$ cat src/rtl/irq_regs_pkg.sv
package irq_regs_pkg;

    localparam int WORD_W = 32;
    localparam int BE_W   = WORD_W / 8;

    typedef enum logic [1:0] {
        REG_RAW    = 2'd0,
        REG_MASKED = 2'd1,
        REG_EN_SET = 2'd2,
        REG_EN_CLR = 2'd3
    } reg_sel_e;

    typedef struct packed {
        logic     hit;
        reg_sel_e sel;
    } reg_hit_t;

    // per-source write commands produced by the bus decoder
    typedef struct packed {
        logic raw_clr;
        logic en_set;
        logic en_clr;
    } bit_cmd_t;

    // per-source stored state
    typedef struct packed {
        logic raw;
        logic en;
        logic msk;
    } bit_state_t;

    // address is zero-extended to a full word before decoding
    function automatic reg_hit_t decode_addr(input logic [WORD_W-1:0] addr);
        reg_hit_t r;
        r.hit = (addr[1:0] == 2'b00) && (addr[WORD_W-1:4] == '0);
        r.sel = reg_sel_e'(addr[3:2]);
        return r;
    endfunction

    function automatic logic full_word(input logic [BE_W-1:0] be);
        return &be;
    endfunction

endpackage

$ cat src/rtl/irq_src_cell.sv
module irq_src_cell
    import irq_regs_pkg::*;
(
    input  logic       clk,
    input  logic       rst,
    input  logic       evt,
    input  bit_cmd_t   cmd,
    output bit_state_t state
);

    bit_state_t st_q;

    always_ff @(posedge clk) begin
        if (rst) begin
            st_q <= '0;
        end else begin
            // an event takes precedence over a clear of the raw bit
            st_q.raw <= evt | (st_q.raw & ~cmd.raw_clr);
            st_q.en  <= cmd.en_set | (st_q.en & ~cmd.en_clr);
            if (cmd.en_clr)
                st_q.msk <= 1'b0;
            else
                st_q.msk <= (evt & st_q.en) | (st_q.msk & ~cmd.raw_clr);
        end
    end

    assign state = st_q;

endmodule

$ cat src/rtl/irq_bus_decode.sv
module irq_bus_decode
    import irq_regs_pkg::*;
#(
    parameter int NUM_SRC = 4,
    parameter int ADDR_W  = 5
) (
    input  logic                    bus_sel,
    input  logic                    bus_wr,
    input  logic [ADDR_W-1:0]       bus_addr,
    input  logic [BE_W-1:0]         bus_be,
    input  logic [WORD_W-1:0]       bus_wdata,
    input  bit_state_t [NUM_SRC-1:0] state,
    output bit_cmd_t   [NUM_SRC-1:0] cmd,
    output logic [WORD_W-1:0]       bus_rdata
);

    localparam int PAD_W = WORD_W - ADDR_W;

    reg_hit_t            hit;
    logic                wr_ok;
    logic [NUM_SRC-1:0]  raw_v, en_v, msk_v;

    assign hit   = decode_addr({{PAD_W{1'b0}}, bus_addr});
    assign wr_ok = bus_sel && bus_wr && hit.hit && full_word(bus_be);

    for (genvar i = 0; i < NUM_SRC; i++) begin : g_bits
        assign cmd[i].raw_clr = wr_ok && (hit.sel == REG_RAW)    && bus_wdata[i];
        assign cmd[i].en_set  = wr_ok && (hit.sel == REG_EN_SET) && bus_wdata[i];
        assign cmd[i].en_clr  = wr_ok && (hit.sel == REG_EN_CLR) && bus_wdata[i];
        assign raw_v[i] = state[i].raw;
        assign en_v[i]  = state[i].en;
        assign msk_v[i] = state[i].msk & state[i].en;
    end

    always_comb begin
        bus_rdata = '0;
        if (bus_sel && !bus_wr && hit.hit) begin
            unique case (hit.sel)
                REG_RAW:    bus_rdata[NUM_SRC-1:0] = raw_v;
                REG_MASKED: bus_rdata[NUM_SRC-1:0] = msk_v;
                REG_EN_SET,
                REG_EN_CLR: bus_rdata[NUM_SRC-1:0] = en_v;
                default:    bus_rdata = '0;
            endcase
        end
    end

endmodule

$ cat src/rtl/irq_status_regs.sv
module irq_status_regs
    import irq_regs_pkg::*;
#(
    parameter int NUM_SRC = 4,
    parameter int ADDR_W  = 5
) (
    input  logic               clk,
    input  logic               rst,
    input  logic [NUM_SRC-1:0] evt_pulse,
    input  logic               bus_sel,
    input  logic               bus_wr,
    input  logic [ADDR_W-1:0]  bus_addr,
    input  logic [3:0]         bus_be,
    input  logic [31:0]        bus_wdata,
    output logic [31:0]        bus_rdata,
    output logic               irq_out
);

    bit_cmd_t   [NUM_SRC-1:0] cmd;
    bit_state_t [NUM_SRC-1:0] state;
    logic [NUM_SRC-1:0] raw_vec, en_vec, msk_vec;

    irq_bus_decode #(.NUM_SRC(NUM_SRC), .ADDR_W(ADDR_W)) u_dec (
        .bus_sel   (bus_sel),
        .bus_wr    (bus_wr),
        .bus_addr  (bus_addr),
        .bus_be    (bus_be),
        .bus_wdata (bus_wdata),
        .state     (state),
        .cmd       (cmd),
        .bus_rdata (bus_rdata)
    );

    for (genvar i = 0; i < NUM_SRC; i++) begin : g_src
        irq_src_cell u_cell (
            .clk   (clk),
            .rst   (rst),
            .evt   (evt_pulse[i]),
            .cmd   (cmd[i]),
            .state (state[i])
        );
        assign raw_vec[i] = state[i].raw;
        assign en_vec[i]  = state[i].en;
        assign msk_vec[i] = state[i].msk;
    end

    assign irq_out = |(msk_vec & en_vec);

endmodule

$ cat config.mk
export PLATFORM = sky130hd
export DESIGN_NAME = irq_status_regs
export DESIGN_NICKNAME = d
export VERILOG_FILES = /design/src/rtl/irq_regs_pkg.sv /design/src/rtl/irq_src_cell.sv /design/src/rtl/irq_bus_decode.sv /design/src/rtl/irq_status_regs.sv
export SDC_FILE = /design/constraint.sdc
export NUM_CORES = 1
export LEC_CHECK = 0
export ABC_AREA = 1
export ABC_CLOCK_PERIOD_IN_PS = 1100
export BUFFER_PORTS_ARGS = -buffer_cell sky130_fd_sc_hd__buf_2
export CAP_MARGIN = 10
export CORE_ASPECT_RATIO = 0.6
export CORE_MARGIN = 2
export CORE_UTILIZATION = 40
export CTS_BUF_LIST = sky130_fd_sc_hd__clkbuf_2
export CTS_CLUSTER_DIAMETER = 120
export CTS_CLUSTER_SIZE = 28
export DETAILED_ROUTE_END_ITERATION = 7
export PLACE_DENSITY = 0.82
export SYNTH_ARGS = -nofsm -noshare
export SYNTH_HDL_FRONTEND = slang
export SYNTH_HIERARCHICAL = 1
export SYNTH_SLANG_ARGS = --single-unit
$ cat constraint.sdc
create_clock -name clk -period 1.1 [get_ports clk]
set_input_delay 0.165 -clock clk [delete_from_list [all_inputs] [get_ports clk]]
set_output_delay 0.165 -clock clk [all_outputs]
set_load 0.01 [all_outputs]
==> results of run 1 <==
## worst paths after layout
check / start / end / depth (start not counted)
max: g_src[1].u_cell/state[0] / bus_rdata[1] / 4
min: evt_pulse[3] / g_src[3].u_cell/state[2] / 3
max reg2reg: g_src[0].u_cell/state[1] / g_src[0].u_cell/state[0] / 2
min reg2reg: g_src[0].u_cell/state[2] / g_src[0].u_cell/state[2] / 2
## cell usage in the layout (no fill, tap or decap), types with 3 or more instances in the layout
cell,netlist,final
nand2_1,40,38
conb_1,1,28
buf_2,0,25
inv_1,22,22
nor2_1,12,12
a21oi_2,4,7
nand3_2,7,7
dfxtp_2,0,6
dfxtp_1,12,6
a21oi_1,8,5
buf_4,28,5
inv_2,4,4
nand3_1,4,4
or2_1,4,4
clkbuf_2,0,3
nor2_4,3,3
## where the power goes
group,leakage [nW],switching (mW),internal (mW)
logic,0.478,0.116,0.0520
clock network,0.0140,0.143,0.0790
registers,0.101,0.00593,0.445
total,0.593,0.266,0.576
## metal layers
metal,part of all wire,up-vias
met4,0,0
met5,0,-
met2,0.43,27
met3,0.075,0
met1,0.50,376
li1,-,471
## critical path, cell delays in order (launching register included)
cell and delay (ns):
dfxtp_2 0.34, or2_1 0.23, nand3_2 0.06, a21oi_2 0.05, buf_2 0.15
## per-stage QoR
step | hold slack, ns | cell area [sq um] | utilization
2_1_floorplan | 0.2341 | 1097 | -
3_5_place_dp | 0.4278 | 1057 | 0.4676
4_1_cts | 0.1304 | 1124 | 0.4970
6_report | 0.1393 | 1130 | 0.4997
5_1_grt | 0.1209 | 1130 | 0.4997
3_3_place_gp | 0.4170 | 1057 | 0.4676
## repair_timing
action	in CTS	in global routing
endpoints found under the setup margin	5	5
pin swaps	0	1
buffers inserted	4	0
resized for setup	8	3
endpoints found under the hold margin	0	0
cloned	0	0
## cell families (layout without fill, tap and decap cells)
group,count (synthesis),in the layout,synth area share
simple gates,73,73,0.3643
compound gates,12,12,0.07537
flops,12,12,0.2412
buf+inv,55,61,0.3153
other cells,1,28,0.003765
## layout make-up
class,count,area [sq um]
tap,30,37.54
multi-input combinational,113,559.3
timing repair buffer,30,162.7
clock buffer,3,15.01
inverter,27,103.9
fill,254,1131
sequential,12,247.7
clock inverter,1,3.754
==> flow_summary.toml, run 1 <==
[drt]
first_pass_iters = 6
wirelength_mm = 1.958
drt_iter0_markers = 28
vias = 874
routedWlPerCell_microns = 9.065
drc = 0
ant_nets = 0
vias_per_cell = 4.046

[layout]
drive_gt1_frac = 0.3495
area_delta_synth_final_pct = 13.44
largest_reg_flops = 12
diodes = 0
finalNetCount = 236
stdcell_count = 216

[timing]
rsz0062_at_grt = "yes"
setup_violations = 5
setup_ws_ns = -0.1486
slew_violations = 0
fmax_mhz = 800.9
post-route-min-period_ns = 1.249
fin_tns_setup_ns = -0.6472
timing.final.crit_share = 1.135
skew_ns = 0.002122
hold_viol = 0

[flow_run]
maxCapViolCount = 0

[power_and_ir_drop]
powerDensity_nw_per_um2 = 744.5
power.total_uw = 841.2
p_leak_nw = 0.5932
vdd_drop_max_uv = 398.4

[yosys]
synth_edf_count = 0
synth.distinct_cells = 16
ys_ff_latch = 12
synth_top_area_share = 0.2412
ys_top_cells_by_area = "dfxtp_1 24%, buf_4 21%, nand2_1 15%, inv_1 8.3%, nand3_2 7.0%"
netlist_area_sq_um = 996.0
synth_top_area_cell = "dfxtp_1"
synth_flop_cell = "dfxtp_1"
synth.avg_cell_area_sq_um = 6.510
syn_inst = 153
synth_commonest_cells = "40 x nand2_1, 28 x buf_4, 22 x inv_1"
synth_most_common_cell = "nand2_1"
synth_warnings = 6
synth_seq_area_share = 0.2412
synth-async-reset-ratio = 0

[clock_network]
clk_path_buf_depth = 2
cts-buffers-inserted = 3
cts_hold_buf = 0
tritoncts = "done"
path_clk_slew_ns = 0.12
clkSinkCount = 12
root_buffer = "clkbuf_2"
cts_max_level = 1
clk_latency_ns = 0.26

[global_routing]
met1_usage = 0.1865
grtUsageTotal = 0.1310
antenna_found_initial = 0
grt_max_degree = 9
top_usage_layer = "met1"
grt_pass1_vias = 659
grt_overflow = 0
grt_util_met2 = 0.1769
use_met3 = 0.05040
grt_pass1_wl_mm = 2.815

[floorplan]
dieArea_sq_um = 2918
die_y_microns = 42.65
num_rows = 13
die_w_microns = 68.42
core-area_sq_um = 2261
start_util = 0.4405
io_pins = 82

[place]
gp_congestion = 0.8283
place_ws_ns = -0.04378
numPortBuffers = 25
place_inst = 208
hpwl_mm = 1.565

[setup_path]
crit_type = "reg -> out"
rrSetupSlack_ns = 0.40
start_kind = "register"
path_max_fanout = 2
end_kind = "primary output"
worstPathRequired_ns = 0.94
crit_arrival_ns = 1.08

[outcome]
status = "complete, but fails checks"
violations = "negative setup slack"

[hold_path]
hold_class = "in -> reg"
(Power assumes the default switching activity.)
==> run 2, diff against run 1 <==
--- a/config.mk
+++ b/config.mk
@@ -21,3 +21,4 @@
 export SYNTH_HDL_FRONTEND = slang
 export SYNTH_HIERARCHICAL = 1
 export SYNTH_SLANG_ARGS = --single-unit
+export TNS_END_PERCENT = 10
==> run 2 against run 1 <==
- via count down 1.3%
- sequential power about the same
- first-iteration DRC count up 18%
- critical endpoint unchanged
- routed wire length down 2.1%
- clock-buffer cell count unchanged
- design area down 2.2%
- the flow still finishes with violations (negative setup slack)
- maximum frequency up 0.41%
- die area unchanged
- cell count down 0.93%
- power down 0.20%
- sequential share of layout area up 0.38 points
- combinational power about the same
==> flow_summary.toml, run 2 (same netlist as run 1, synthesis figures left out) <==
[outcome]
status = "complete, but fails checks"
violations = "negative setup slack"

[power_and_ir_drop]
vdd_drop_max_uv = 392.1
netSwitchingPower_uw = 263.8
powerDensity_nw_per_um2 = 759.8
p_seq_frac = 0.536
power.share.switching = 0.3142
combPwrFrac = 0.200
clkPwrFrac = 0.263
p_leak_nw = 0.5794
p_int_uw = 575.7

[timing]
setup_violations = 5
rsz0062_at_grt = "yes"
post-route-min-period_ns = 1.243
hold_viol = 0
timing.final.crit_share = 1.130
setup_ws_ns = -0.1435
whs_ns = 0.1399
fin_tns_setup_ns = -0.6557
skew_ns = 0.002010
fmax_mhz = 804.2
slew_violations = 0

[clock_network]
root_buffer = "clkbuf_2"
clk_latency_ns = 0.26
clk_path_buf_depth = 2
cts_max_level = 1
cts-buffers-inserted = 3
path_clk_slew_ns = 0.11
tritoncts = "done"
clkSinkCount = 12
cts_hold_buf = 0

[setup_path]
end_kind = "primary output"
path_buf_inv = 1
path_max_fanout = 2
crit_type = "reg -> out"
crit_arrival_ns = 1.08
cpLargestDelayFamily = "flip-flops"
r2r_start = "g_src[0].u_cell/state[1]"
crit_path_start = "g_src[1].u_cell/state[0]"
path_cells = "or2_1 > nand3_2 > a21oi_1 > buf_2"
worstPathRequired_ns = 0.94
start_kind = "register"
slowest_stage = "dfxtp_2"
crit_path_max_incr_delay_ns = 0.34

[global_routing]
grt_max_degree = 9
grt_overflow = 0
grtUsageTotal = 0.1299
grt_pass1_vias = 648
antenna_found_initial = 0
grt_pass1_wl_mm = 2.787

[drt]
first_pass_iters = 4
vias_per_cell = 4.033
routedWlPerCell_microns = 8.958
drt_iter0_markers = 33
vias = 863
drc = 0
wirelength_mm = 1.917
ant_nets = 0

[flow_run]
maxCapViolCount = 0

[layout]
finalNetCount = 234
final_cell_mix = "40 x nand2_1, 28 x conb_1, 25 x buf_2"
diodes = 0
drive_gt1_frac = 0.3207
layout_commonest_cell = "nand2_1"
area_delta_synth_final_pct = 10.93
largest_reg_flops = 12

[hold_path]
hold_class = "in -> reg"
holdCritStartpoint = "evt_pulse[3]"

[floorplan]
die_w_microns = 68.42
dieArea_sq_um = 2918
start_util = 0.4405
io_pins = 82
num_rows = 13
die_y_microns = 42.65
core-area_sq_um = 2261

[place]
numPortBuffers = 25
place_ws_ns = -0.04378
hpwl_mm = 1.565
gp_congestion = 0.8283
==> run 2: changes by cell type in the layout (fill, tap and decap cells not counted), sizes merged <==
cell | before | now
buf | 30 | 28
==> run 2: layout make-up <==
cell class | instances | area (sq um)
Clock buffer | 3 | 15.01
Clock inverter | 1 | 3.754
Fill cell | 255 | 1156
Inverter | 27 | 103.9
Multi-Input combinational cell | 113 | 550.5
Sequential cell | 12 | 246.5
Tap cell | 30 | 37.54
Timing Repair Buffer | 28 | 147.6
==> run 2: through the flow <==
step | instance area [sq um] | util | instances | total power [mW]
after CTS | 1096 | 0.4848 | 214 | 0.8474
final | 1105 | 0.4887 | 214 | 0.8394
after detailed placement | 1057 | 0.4676 | 208 | 0.6254
after global routing | 1105 | 0.4887 | 214 | 0.9015
after floorplan | 1097 | - | 180 | 0.6380
after global placement | 1057 | 0.4676 | 208 | 0.6217
==> run 2: power groups by stage <==
stage / sequential, mW / clock, mW / combinational [mW]
floorplan: 0.459 / 0 / 0.179
detailed placement: 0.460 / 0 / 0.165
global placement: 0.460 / 0 / 0.162
finish: 0.450 / 0.221 / 0.168
global route: 0.452 / 0.262 / 0.188
CTS: 0.450 / 0.232 / 0.165
==> run 2: worst min-delay path: cells and delay by family <==
family                 cells  cell delay [ns]
buffers and inverters      2             0.14
AOI/OAI and AO/OA          1             0.05
==> run 2: metal layers <==
metal | wire, microns | GRT usage | up-vias
met5 | 0 | 0 | -
met4 | 0 | 0.04400 | 0
met3 | 151 | 0.05040 | 0
met2 | 808 | 0.1750 | 27
met1 | 957 | 0.1849 | 370
li1 | - | - | 466
==> run 2: final timing paths <==
path / slack (ns) / cells past startpoint / end
max: -0.14 / 4 / bus_rdata[1]
min: 0.14 / 3 / g_src[3].u_cell/state[2]
max reg2reg: 0.40 / 2 / g_src[0].u_cell/state[0]
min reg2reg: 0.47 / 2 / g_src[0].u_cell/state[2]
==> run 2: repair_timing <==
action / in CTS / in global routing
setup endpoints to repair: 5 / 5
gates resized for setup: 4 / 3
buffers inserted: 2 / 0
